File: src/rtl/irq_flag_pkg.sv
package irq_flag_pkg;
  localparam int REG_W   = 8;
  localparam int NUM_SRC = 6;

  // flag positions inside the status word
  localparam int POS_OVF   = 0;
  localparam int POS_EXT1  = 2;
  localparam int POS_TICK  = 3;
  localparam int POS_TXE   = 4;
  localparam int POS_RXF   = 5;
  localparam int POS_RXERR = 6;

  localparam logic [REG_W-1:0] USED_BITS = 8'h7D;

  // place source pulses (index 0..5: ovf, ext1, tick, txe, rxf, rxerr) on flag bits
  function automatic logic [REG_W-1:0] place_sources(input logic [NUM_SRC-1:0] ev);
    logic [REG_W-1:0] v;
    v = '0;
    v[POS_OVF]   = ev[0];
    v[POS_EXT1]  = ev[1];
    v[POS_TICK]  = ev[2];
    v[POS_TXE]   = ev[3];
    v[POS_RXF]   = ev[4];
    v[POS_RXERR] = ev[5];
    return v;
  endfunction
endpackage

File: src/rtl/irq_flag_cell.sv
module irq_flag_cell (
  input  logic clk,
  input  logic rst,
  input  logic set_i,
  input  logic sw_clr_i,
  input  logic hw_clr_i,
  output logic q
);
  // priority: hardware clear, then set, then software clear
  always_ff @(posedge clk) begin
    if (rst)           q <= 1'b0;
    else if (hw_clr_i) q <= 1'b0;
    else if (set_i)    q <= 1'b1;
    else if (sw_clr_i) q <= 1'b0;
  end
endmodule

File: src/rtl/irq_mask_reg.sv
module irq_mask_reg #(
  parameter int W = 8,
  parameter logic [W-1:0] KEEP = '1
) (
  input  logic         clk,
  input  logic         rst,
  input  logic         we,
  input  logic [W-1:0] d,
  output logic [W-1:0] q
);
  always_ff @(posedge clk) begin
    if (rst)     q <= '0;
    else if (we) q <= d & KEEP;
  end
endmodule

File: src/rtl/irq_read_mux.sv
module irq_read_mux #(
  parameter int ADDR_W = 8,
  parameter int W      = 8
) (
  input  logic         sel_stat,
  input  logic         sel_mask,
  input  logic [W-1:0] flags,
  input  logic [W-1:0] mask,
  output logic [W-1:0] rdata
);
  always_comb begin
    rdata = '0;
    if (sel_stat)      rdata = flags & mask;
    else if (sel_mask) rdata = mask;
  end
endmodule

File: src/rtl/irq_flag_reg.sv
module irq_flag_reg
  import irq_flag_pkg::*;
#(
  parameter int ADDR_W = 8,
  parameter logic [ADDR_W-1:0] STAT_ADDR = 8'h0F,
  parameter logic [ADDR_W-1:0] MASK_ADDR = 8'h0E
) (
  input  logic              clk,
  input  logic              rst,
  input  logic [ADDR_W-1:0] bus_addr,
  input  logic              bus_wr,
  input  logic [REG_W-1:0]  bus_wdata,
  output logic [REG_W-1:0]  bus_rdata,
  input  logic              uart_off,
  input  logic              ev_tmr_ovf,
  input  logic              ev_ext1,
  input  logic              ev_tick,
  input  logic              ev_tx_empty,
  input  logic              ev_rx_full,
  input  logic              ev_rx_err,
  output logic              irq
);
  logic              sel_stat, sel_mask;
  logic [REG_W-1:0]  set_pos;
  logic [REG_W-1:0]  flags_q;
  logic [REG_W-1:0]  mask_q;

  assign sel_stat = (bus_addr == STAT_ADDR);
  assign sel_mask = (bus_addr == MASK_ADDR);
  assign set_pos  = place_sources({ev_rx_err, ev_rx_full, ev_tx_empty,
                                   ev_tick, ev_ext1, ev_tmr_ovf});

  for (genvar i = 0; i < REG_W; i++) begin : g_flag
    if (USED_BITS[i]) begin : g_used
      logic hw_clr;
      if (i == POS_RXERR) begin : g_uart
        assign hw_clr = uart_off;
      end else begin : g_plain
        assign hw_clr = 1'b0;
      end
      irq_flag_cell u_cell (
        .clk      (clk),
        .rst      (rst),
        .set_i    (set_pos[i]),
        .sw_clr_i (bus_wr & sel_stat & ~bus_wdata[i]),
        .hw_clr_i (hw_clr),
        .q        (flags_q[i])
      );
    end else begin : g_unused
      assign flags_q[i] = 1'b0;
    end
  end

  irq_mask_reg #(.W(REG_W), .KEEP(USED_BITS)) u_mask (
    .clk (clk),
    .rst (rst),
    .we  (bus_wr & sel_mask),
    .d   (bus_wdata),
    .q   (mask_q)
  );

  irq_read_mux #(.ADDR_W(ADDR_W), .W(REG_W)) u_rd (
    .sel_stat (sel_stat),
    .sel_mask (sel_mask),
    .flags    (flags_q),
    .mask     (mask_q),
    .rdata    (bus_rdata)
  );

  assign irq = |(flags_q & mask_q);
endmodule

File: config.mk
export PLATFORM = sky130hd
export DESIGN_NAME = irq_flag_reg
export DESIGN_NICKNAME = d
export VERILOG_FILES = /design/src/rtl/irq_flag_pkg.sv /design/src/rtl/irq_flag_cell.sv /design/src/rtl/irq_mask_reg.sv /design/src/rtl/irq_read_mux.sv /design/src/rtl/irq_flag_reg.sv
export SDC_FILE = /design/constraint.sdc
export NUM_CORES = 1
export LEC_CHECK = 0
export ABC_AREA = 1
export BUFFER_PORTS_ARGS = -buffer_cell sky130_fd_sc_hd__buf_2
export CAP_MARGIN = 25
export CORE_AREA = 2 2 45 47
export DETAILED_ROUTE_END_ITERATION = 7
export DIE_AREA = 0 0 47 49
export HOLD_SLACK_MARGIN = 0.15
export PLACE_DENSITY = 0.74
export SYNTH_ARGS = -nofsm -noshare
export SYNTH_HDL_FRONTEND = slang
export SYNTH_HIERARCHICAL = 1
export SYNTH_SLANG_ARGS = --single-unit
File: constraint.sdc
create_clock -name clk -period 2.3 [get_ports clk]
set_input_delay 0.345 -clock clk [delete_from_list [all_inputs] [get_ports clk]]
set_output_delay 0.345 -clock clk [all_outputs]
set_load 0.01 [all_outputs]
==> results by group, run 1 <==
Power and ir drop
  – P_leak: 0.6233 nW
  – Switching Fraction: 24.06%
  – Reg power frac: 49.4%
  – Logic pwr share: 12.5%
  – Design Power: 440.5 µW
  – Power per Cell Area: 414.7 nW/µm²
  – Worst VDD drop: 0.0004266 V
  – Switching power: 106.0 µW
  – Clk pwr share: 38.2%
  – P_int: 334.5 µW

Worst setup path
  – CP Class: input pin to output pin
  – Setup crit end kind: output pin
  – CP startpoint kind: input pin
  – CP max-delay cell: and2_2
  – Worst Path Required: 1.96 ns
  – Reg2reg end: g_flag[6].g_used.u_cell/q
  – R2R setup slack: 1.68 ns
  – Worst-path maximum fanout: 9
  – Crit path cell chain: buf_2 > inv_1 > nand2_1 > nor2_2 > and2_2 > inv_2 > nand3_1 > nand2_1 > buf_2
  – Worst path max stage delay: 0.26 ns
  – FF-to-FF path depth: 2
  – Arr. time, crit path: 1.32 ns
  – CP startpoint: bus_addr[4]
  – Worst r2r src: g_flag[6].g_used.u_cell/q

Floorplanning
  – Top Ports: 35
  – Core ar.: 1842 µm²
  – Initial Util: 46.20%
  – Chip width: 47 µm
  – Die Ht: 49 µm
  – Die Area: 2303 µm²
  – Row count: 16

Clock tree
  – CTS clk-pin slew, worst paths: 0.08 ns
  – # clock sinks: 12
  – Root Driver: clkbuf_4
  – CTS tree: built
  – Clk Latency, worst-skew pair: 0.27 ns
  – CTS Buf Count: 3
  – Gates resized, CTS repair: 0
  – CTS Hold Bufs: 0
  – Post-CTS Setup Bufs: 0
  – Clock Tree Buf Depth: 2
  – H-tree levels: 1

Final layout
  – Area Overhead vs Synth: 24.85%
  – Nets@finish: 215
  – Final Non-Filler Cells: 215
  – Share of post-route cells with drive strength above 1: 23.94%
  – Diode count: 0
  – Final Instance Area: 1062 µm²
  – Commonest non-fill, non-tap cell in the layout: nand2_1
  – Most frequent cells in the layout: nand2_1, inv_1, buf_2

Min path
  – Hold Path Stages: 3
  – Hold Path End: g_flag[5].g_used.u_cell/q
  – Hold_sp: ev_rx_full
  – Min-delay worst type: input pin to flop

STA
  – Final period utilization: 72.33%
  – Clock skew: 0 ns
  – Fin crit period: 1.664 ns
  – # setup viols final: 0
  – Fmax: 601.1 MHz
  – Setup tns final: 0 ns
  – RSZ-0062 raised after global routing: false
  – Fin. Hold Viols: 0
  – Slew Viols, Final: 0

Global routing
  – Initial antenna violation count: 0
  – First-pass GRT wire length: 2746 µm
  – Pin count of the biggest net entering global routing: 13
  – Number of global-route vias before repair: 722
  – Total grt overflow: 0
  – All-Layer GR Usage: 15.66%

Status
  – Status: complete, no violations

Drt
  – Routed WL: 1589 µm
  – DRT antenna net count: 0
  – Via density per instance: 4.047
  – Routed wire per std cell: 7.391 µm
  – Via count: 870
  – Starting DRC count in detailed routing: 3
  – Drc violations: 0
  – Initial DRT Pass Iterations: 4

Place
  – Placed wire-length estimate: 1348 µm
  – Area post-placement: 1026 µm²
  – Post-placement cell count: 211
  – Port Buffers: 30
  – Routability Congestion: 0.7446

Synthesis
  – Ys Warns: 6
  – Synthesized area per cell: 5.635 µm²
  – Mapped Cells: 151
  – Synth unique cells: 15
  – Synthesized cell area: 850.8 µm²
  – Yosys reg bits: 12
  – Seq/Total Area, Yosys: 28.24%

Flow run
  – Max-Cap Viols: 0
## layout make-up
class,instances,area [µm²]
flip-flops and latches,12,240.2
multi-input cells,102,447.9
repair buffers,31,157.7
inverters,39,146.4
clock buffers,4,36.28
well taps,27,33.78
fillers,198,779.5
## worst max-delay path, delay by kind of cell
kind	cells	cell delay (ns)
buffers and inverters	4	0.36
and+or+nand+nor	5	0.60
## routing by layer
layer	global-route usage [%]	vias up	wire length, µm
met5	0	-	0
met4	4.167	0	14
met3	2.222	3	67
met2	25.11	22	702
met1	21.48	344	806
li1	-	501	-
## state kept, by name, indices dropped and copies added (netlist names)
register	cells
g_flag.g_used.u_cell/q	6
u_mask/q	6
## stage by stage
stage          setup WS [ns]  util [%]  hold WS [ns]
6_report              0.6364     57.68        0.3041
5_1_grt               0.4814     57.68        0.3021
4_1_cts               0.6210     57.68        0.3053
3_5_place_dp          0.6221     55.71        0.4792
3_3_place_gp          0.6605     55.71        0.4809
2_1_floorplan         0.9253         -        0.4587
## worst max path at each step
stage                         to
finish              bus_rdata[6]
global route        bus_rdata[3]
CTS                 bus_rdata[6]
detailed placement  bus_rdata[6]
global placement    bus_rdata[3]
floorplan           bus_rdata[4]
## synthesized netlist by cell type, drive strengths merged
cell,count,area share [%]
nand3,18,11
buf,5,5.0
nor3,1,0.59
a21oi,6,6.2
dfxtp,12,28
and2,1,0.88
nand2,45,20
inv,39,17
conb,2,0.88
nor2,22,10
## power groups by stage
stage	sequential (mW)	clock, mW	combinational [mW]
after detailed placement	0.222	0	0.0545
final	0.217	0.168	0.0549
after global routing	0.218	0.185	0.0641
after CTS	0.217	0.169	0.0548
after floorplan	0.221	0	0.0322
after global placement	0.222	0	0.0524
## logic make-up (layout without fill, tap and decap cells)
family / after synthesis / count (layout) / share of synthesized area (%)
other: 2 / 9 / 0.8827
AO/OA/AOI/OAI: 6 / 6 / 6.176
flip-flops: 12 / 12 / 28.24
AND/OR/NAND/NOR: 87 / 87 / 42.50
buffers and inverters: 44 / 74 / 22.20
Note: power is estimated with default switching activity, not from simulation.
==> run 2, diff against run 1 <==
--- a/config.mk
+++ b/config.mk
@@ -5,14 +5,14 @@
 export SDC_FILE = /design/constraint.sdc
 export NUM_CORES = 1
 export LEC_CHECK = 0
-export ABC_AREA = 1
+export ABC_AREA = 0
 export BUFFER_PORTS_ARGS = -buffer_cell sky130_fd_sc_hd__buf_2
 export CAP_MARGIN = 25
-export CORE_AREA = 2 2 45 47
+export CORE_AREA = 2 2 46 48
 export DETAILED_ROUTE_END_ITERATION = 7
-export DIE_AREA = 0 0 47 49
+export DIE_AREA = 0 0 48 50
 export HOLD_SLACK_MARGIN = 0.15
-export PLACE_DENSITY = 0.74
+export PLACE_DENSITY = 0.7
 export SYNTH_ARGS = -nofsm -noshare
 export SYNTH_HDL_FRONTEND = slang
 export SYNTH_HIERARCHICAL = 1
==> constraint.sdc (replaced) <==
create_clock -name clk -period 1.75 [get_ports clk]
set_input_delay 0.2625 -clock clk [delete_from_list [all_inputs] [get_ports clk]]
set_output_delay 0.2625 -clock clk [all_outputs]
set_load 0.01 [all_outputs]
==> results by group, run 2 <==
Power and ir drop
  – Worst VDD drop: 0.0003171 V (was 0.0004266 V)
  – Power per Cell Area: 517.3 nW/µm² (was 414.7 nW/µm²)
  – Design Power: 590.3 µW (was 440.5 µW)
  – P_leak: 0.4630 nW (was 0.6233 nW)

Clock tree
  – CTS clk-pin slew, worst paths: 0.07 ns (was 0.08 ns)
  – H-tree levels: 1 (unchanged)
  – CTS Hold Bufs: 0 (unchanged)
  – Clk Latency, worst-skew pair: 0.27 ns (about the same)
  – CTS tree: built (unchanged)
  – CTS Buf Count: 3 (unchanged)
  – Clock Tree Buf Depth: 2 (unchanged)
  – Root Driver: clkbuf_4 (unchanged)
  – # clock sinks: 12 (unchanged)

Synthesis
  – Largest cells by area after synthesis: dfxtp_1, a21boi_2, nor2b_4 (was dfxtp_1, nand2_1, inv_1)
  – Synthesized cell area: 827.0 µm² (was 850.8 µm²)
  – Most used flip-flop cell after synthesis: dfxtp_1 (unchanged)
  – Ys Warns: 6 (unchanged)
  – Post-synth ARST share: 0% (unchanged)
  – Largest area contributor in the netlist: dfxtp_1 (unchanged)
  – Synth unique cells: 21 (was 15)
  – Seq/Total Area, Yosys: 29.05% (was 28.24%)
  – Synthesized area per cell: 9.730 µm² (was 5.635 µm²)
  – Yosys top cell area share: 29.05% (was 28.24%)
  – Commonest cells post-synth: dfxtp_1, nor2_1, nand2_1, a21boi_2 (was nand2_1, inv_1, nor2_1, nand3_1, dfxtp_1)
  – Yosys reg bits: 12 (unchanged)
  – Mapped Cells: 85 (was 151)
  – Number of flops mapped to enable cells by yosys: 0 (unchanged)

Drt
  – Drc violations: 0 (unchanged)
  – Initial DRT Pass Iterations: 4 (unchanged)
  – Starting DRC count in detailed routing: 10 (was 3)
  – Via count: 746 (was 870)
  – Routed WL: 1998 µm (was 1589 µm)
  – DRT antenna net count: 0 (unchanged)
  – Routed wire per std cell: 12.65 µm (was 7.391 µm)
  – Via density per instance: 4.722 (was 4.047)

Worst setup path
  – FF-to-FF path depth: 2 (unchanged)
  – Setup crit end kind: output pin (unchanged)
  – R2R setup slack: 1.02 ns (was 1.68 ns)
  – Worst setup path endpoint: bus_rdata[6] (unchanged)
  – Arr. time, crit path: 1.43 ns (was 1.32 ns)
  – Worst r2r src: g_flag[0].g_used.u_cell/q (was g_flag[6].g_used.u_cell/q)
  – CP Class: input pin to output pin (unchanged)
  – Worst Path Required: 1.49 ns (was 1.96 ns)
  – CP startpoint kind: input pin (unchanged)
  – Reg2reg end: g_flag[0].g_used.u_cell/q (was g_flag[6].g_used.u_cell/q)
  – Worst-path maximum fanout: 7 (was 9)
  – CP startpoint: bus_addr[5] (was bus_addr[4])

Floorplanning
  – Die Ht: 50 µm (was 49 µm)
  – Chip width: 48 µm (was 47 µm)
  – Row count: 16 (unchanged)
  – Top Ports: 35 (unchanged)
  – Die Area: 2400 µm² (was 2303 µm²)
  – Core ar.: 1902 µm² (was 1842 µm²)
  – Initial Util: 43.49% (was 46.20%)

Final layout
  – Final Instance Area: 1141 µm² (was 1062 µm²)
  – Most frequent cells in the layout: buf_2, nor2_1, dfxtp_1 (was nand2_1, inv_1, buf_2)
  – Nets@finish: 158 (was 215)
  – Top Registers: g_flag.g_used.u_cell/q x6, u_mask/q x6 (unchanged)
  – Commonest non-fill, non-tap cell in the layout: buf_2 (was nand2_1)
  – Final core occ: 60.00% (was 57.68%)
  – Share of post-route cells with drive strength above 1: 53.44% (was 23.94%)
  – Final Non-Filler Cells: 158 (was 215)
  – Diode count: 0 (unchanged)
  – Filler cells: 181 (was 198)
  – Area Overhead vs Synth: 37.97% (was 24.85%)

STA
  – Fin. Hold Viols: 0 (unchanged)
  – Clock skew: 0 ns (unchanged)
  – Min Hold Slack: 0.1983 ns (was 0.3041 ns)
  – # setup viols final: 0 (unchanged)
  – Final period utilization: 96.58%
  – Fmax: 591.7 MHz
  – Fin crit period: 1.690 ns
  – Setup WS post-layout: 0.05985 ns (was 0.6364 ns)
  – Slew Viols, Final: 0 (unchanged)
  – Setup tns final: 0 ns (unchanged)

Place
  – Port Buffers: 30 (unchanged)
  – Area post-placement: 1044 µm² (was 1026 µm²)
  – Routability Congestion: 0.7449 (was 0.7446)
  – Place WS: -0.08090 ns (was 0.6221 ns)
  – Placed wire-length estimate: 1497 µm (was 1348 µm)
  – Post-placement cell count: 151 (was 211)

Global routing
  – First-pass GRT wire length: 3105 µm (was 2746 µm)
  – Total grt overflow: 0 (unchanged)
  – Pin count of the biggest net entering global routing: 13 (unchanged)
  – Initial antenna violation count: 0 (unchanged)
  – Number of global-route vias before repair: 745 (was 722)
  – All-Layer GR Usage: 18.44% (was 15.66%)

Min path
  – Min-delay worst type: input pin to flop (unchanged)

Status
  – Status: complete, no violations (unchanged)

Flow run
  – Max-Cap Viols: 0 (unchanged)
[run 2: cell families after synthesis]
logic type / synth area share [%]
AOI/OAI and AO/OA: 19.06
buffers and inverters: 7.412
and+or+nand+nor: 36.31
other: 0.9081
DFF: 29.05
muxes: 7.262
[run 2: what timing repair did]
item	CTS	global route
endpoints found under the setup margin	6	6
buffers inserted	2	1
gates resized for setup	4	3
pin swaps	2	3
[run 2: worst max-delay path, stage by stage]
cell      delay, ns
buf_2          0.10
or3b_4         0.42
nor3_2         0.11
buf_4          0.14
nand2b_4       0.10
a21boi_2       0.16
buf_2          0.14
[run 2: report_power, final]
| part | internal [mW] | switching, mW |
|---|---|---|
| clock network | 0.126 | 0.0934 |
| registers | 0.280 | 0.00541 |
| logic | 0.0454 | 0.0400 |
| total | 0.451 | 0.139 |
[run 2: area by class of cell]
type	instances	area [µm²]	share of cell area (%)
repair buffers	41	236.5	20.72
flip-flops and latches	12	240.2	21.05
multi-input cells	72	586.8	51.43
clock buffers	4	36.28	3.180
well taps	27	33.78	2.961
inverters	2	7.507	0.6579
[run 2: routing by layer]
metal	GRT usage [%]	part of all wire [%]	vias up	wire, µm
met5	0	0	-	0
met4	9.459	0.70	0	14
met3	2.198	5.5	2	109
met2	32.44	52	26	1029
met1	20.18	42	344	843
li1	-	-	374	-
[run 2: worst min path at each step]
stage                     startpoint                   endpoint  slack (ns)  cells past startpoint
after floorplan                  rst                u_mask/q[0]        0.33                      1
after global placement     ev_rx_err  g_flag[6].g_used.u_cell/q        0.47                      2
after detailed placement  ev_rx_full  g_flag[5].g_used.u_cell/q        0.48                      2
after CTS                  ev_rx_err  g_flag[6].g_used.u_cell/q        0.18                      2
after global routing       ev_rx_err  g_flag[6].g_used.u_cell/q        0.19                      2
final                     ev_rx_full  g_flag[5].g_used.u_cell/q        0.20                      2
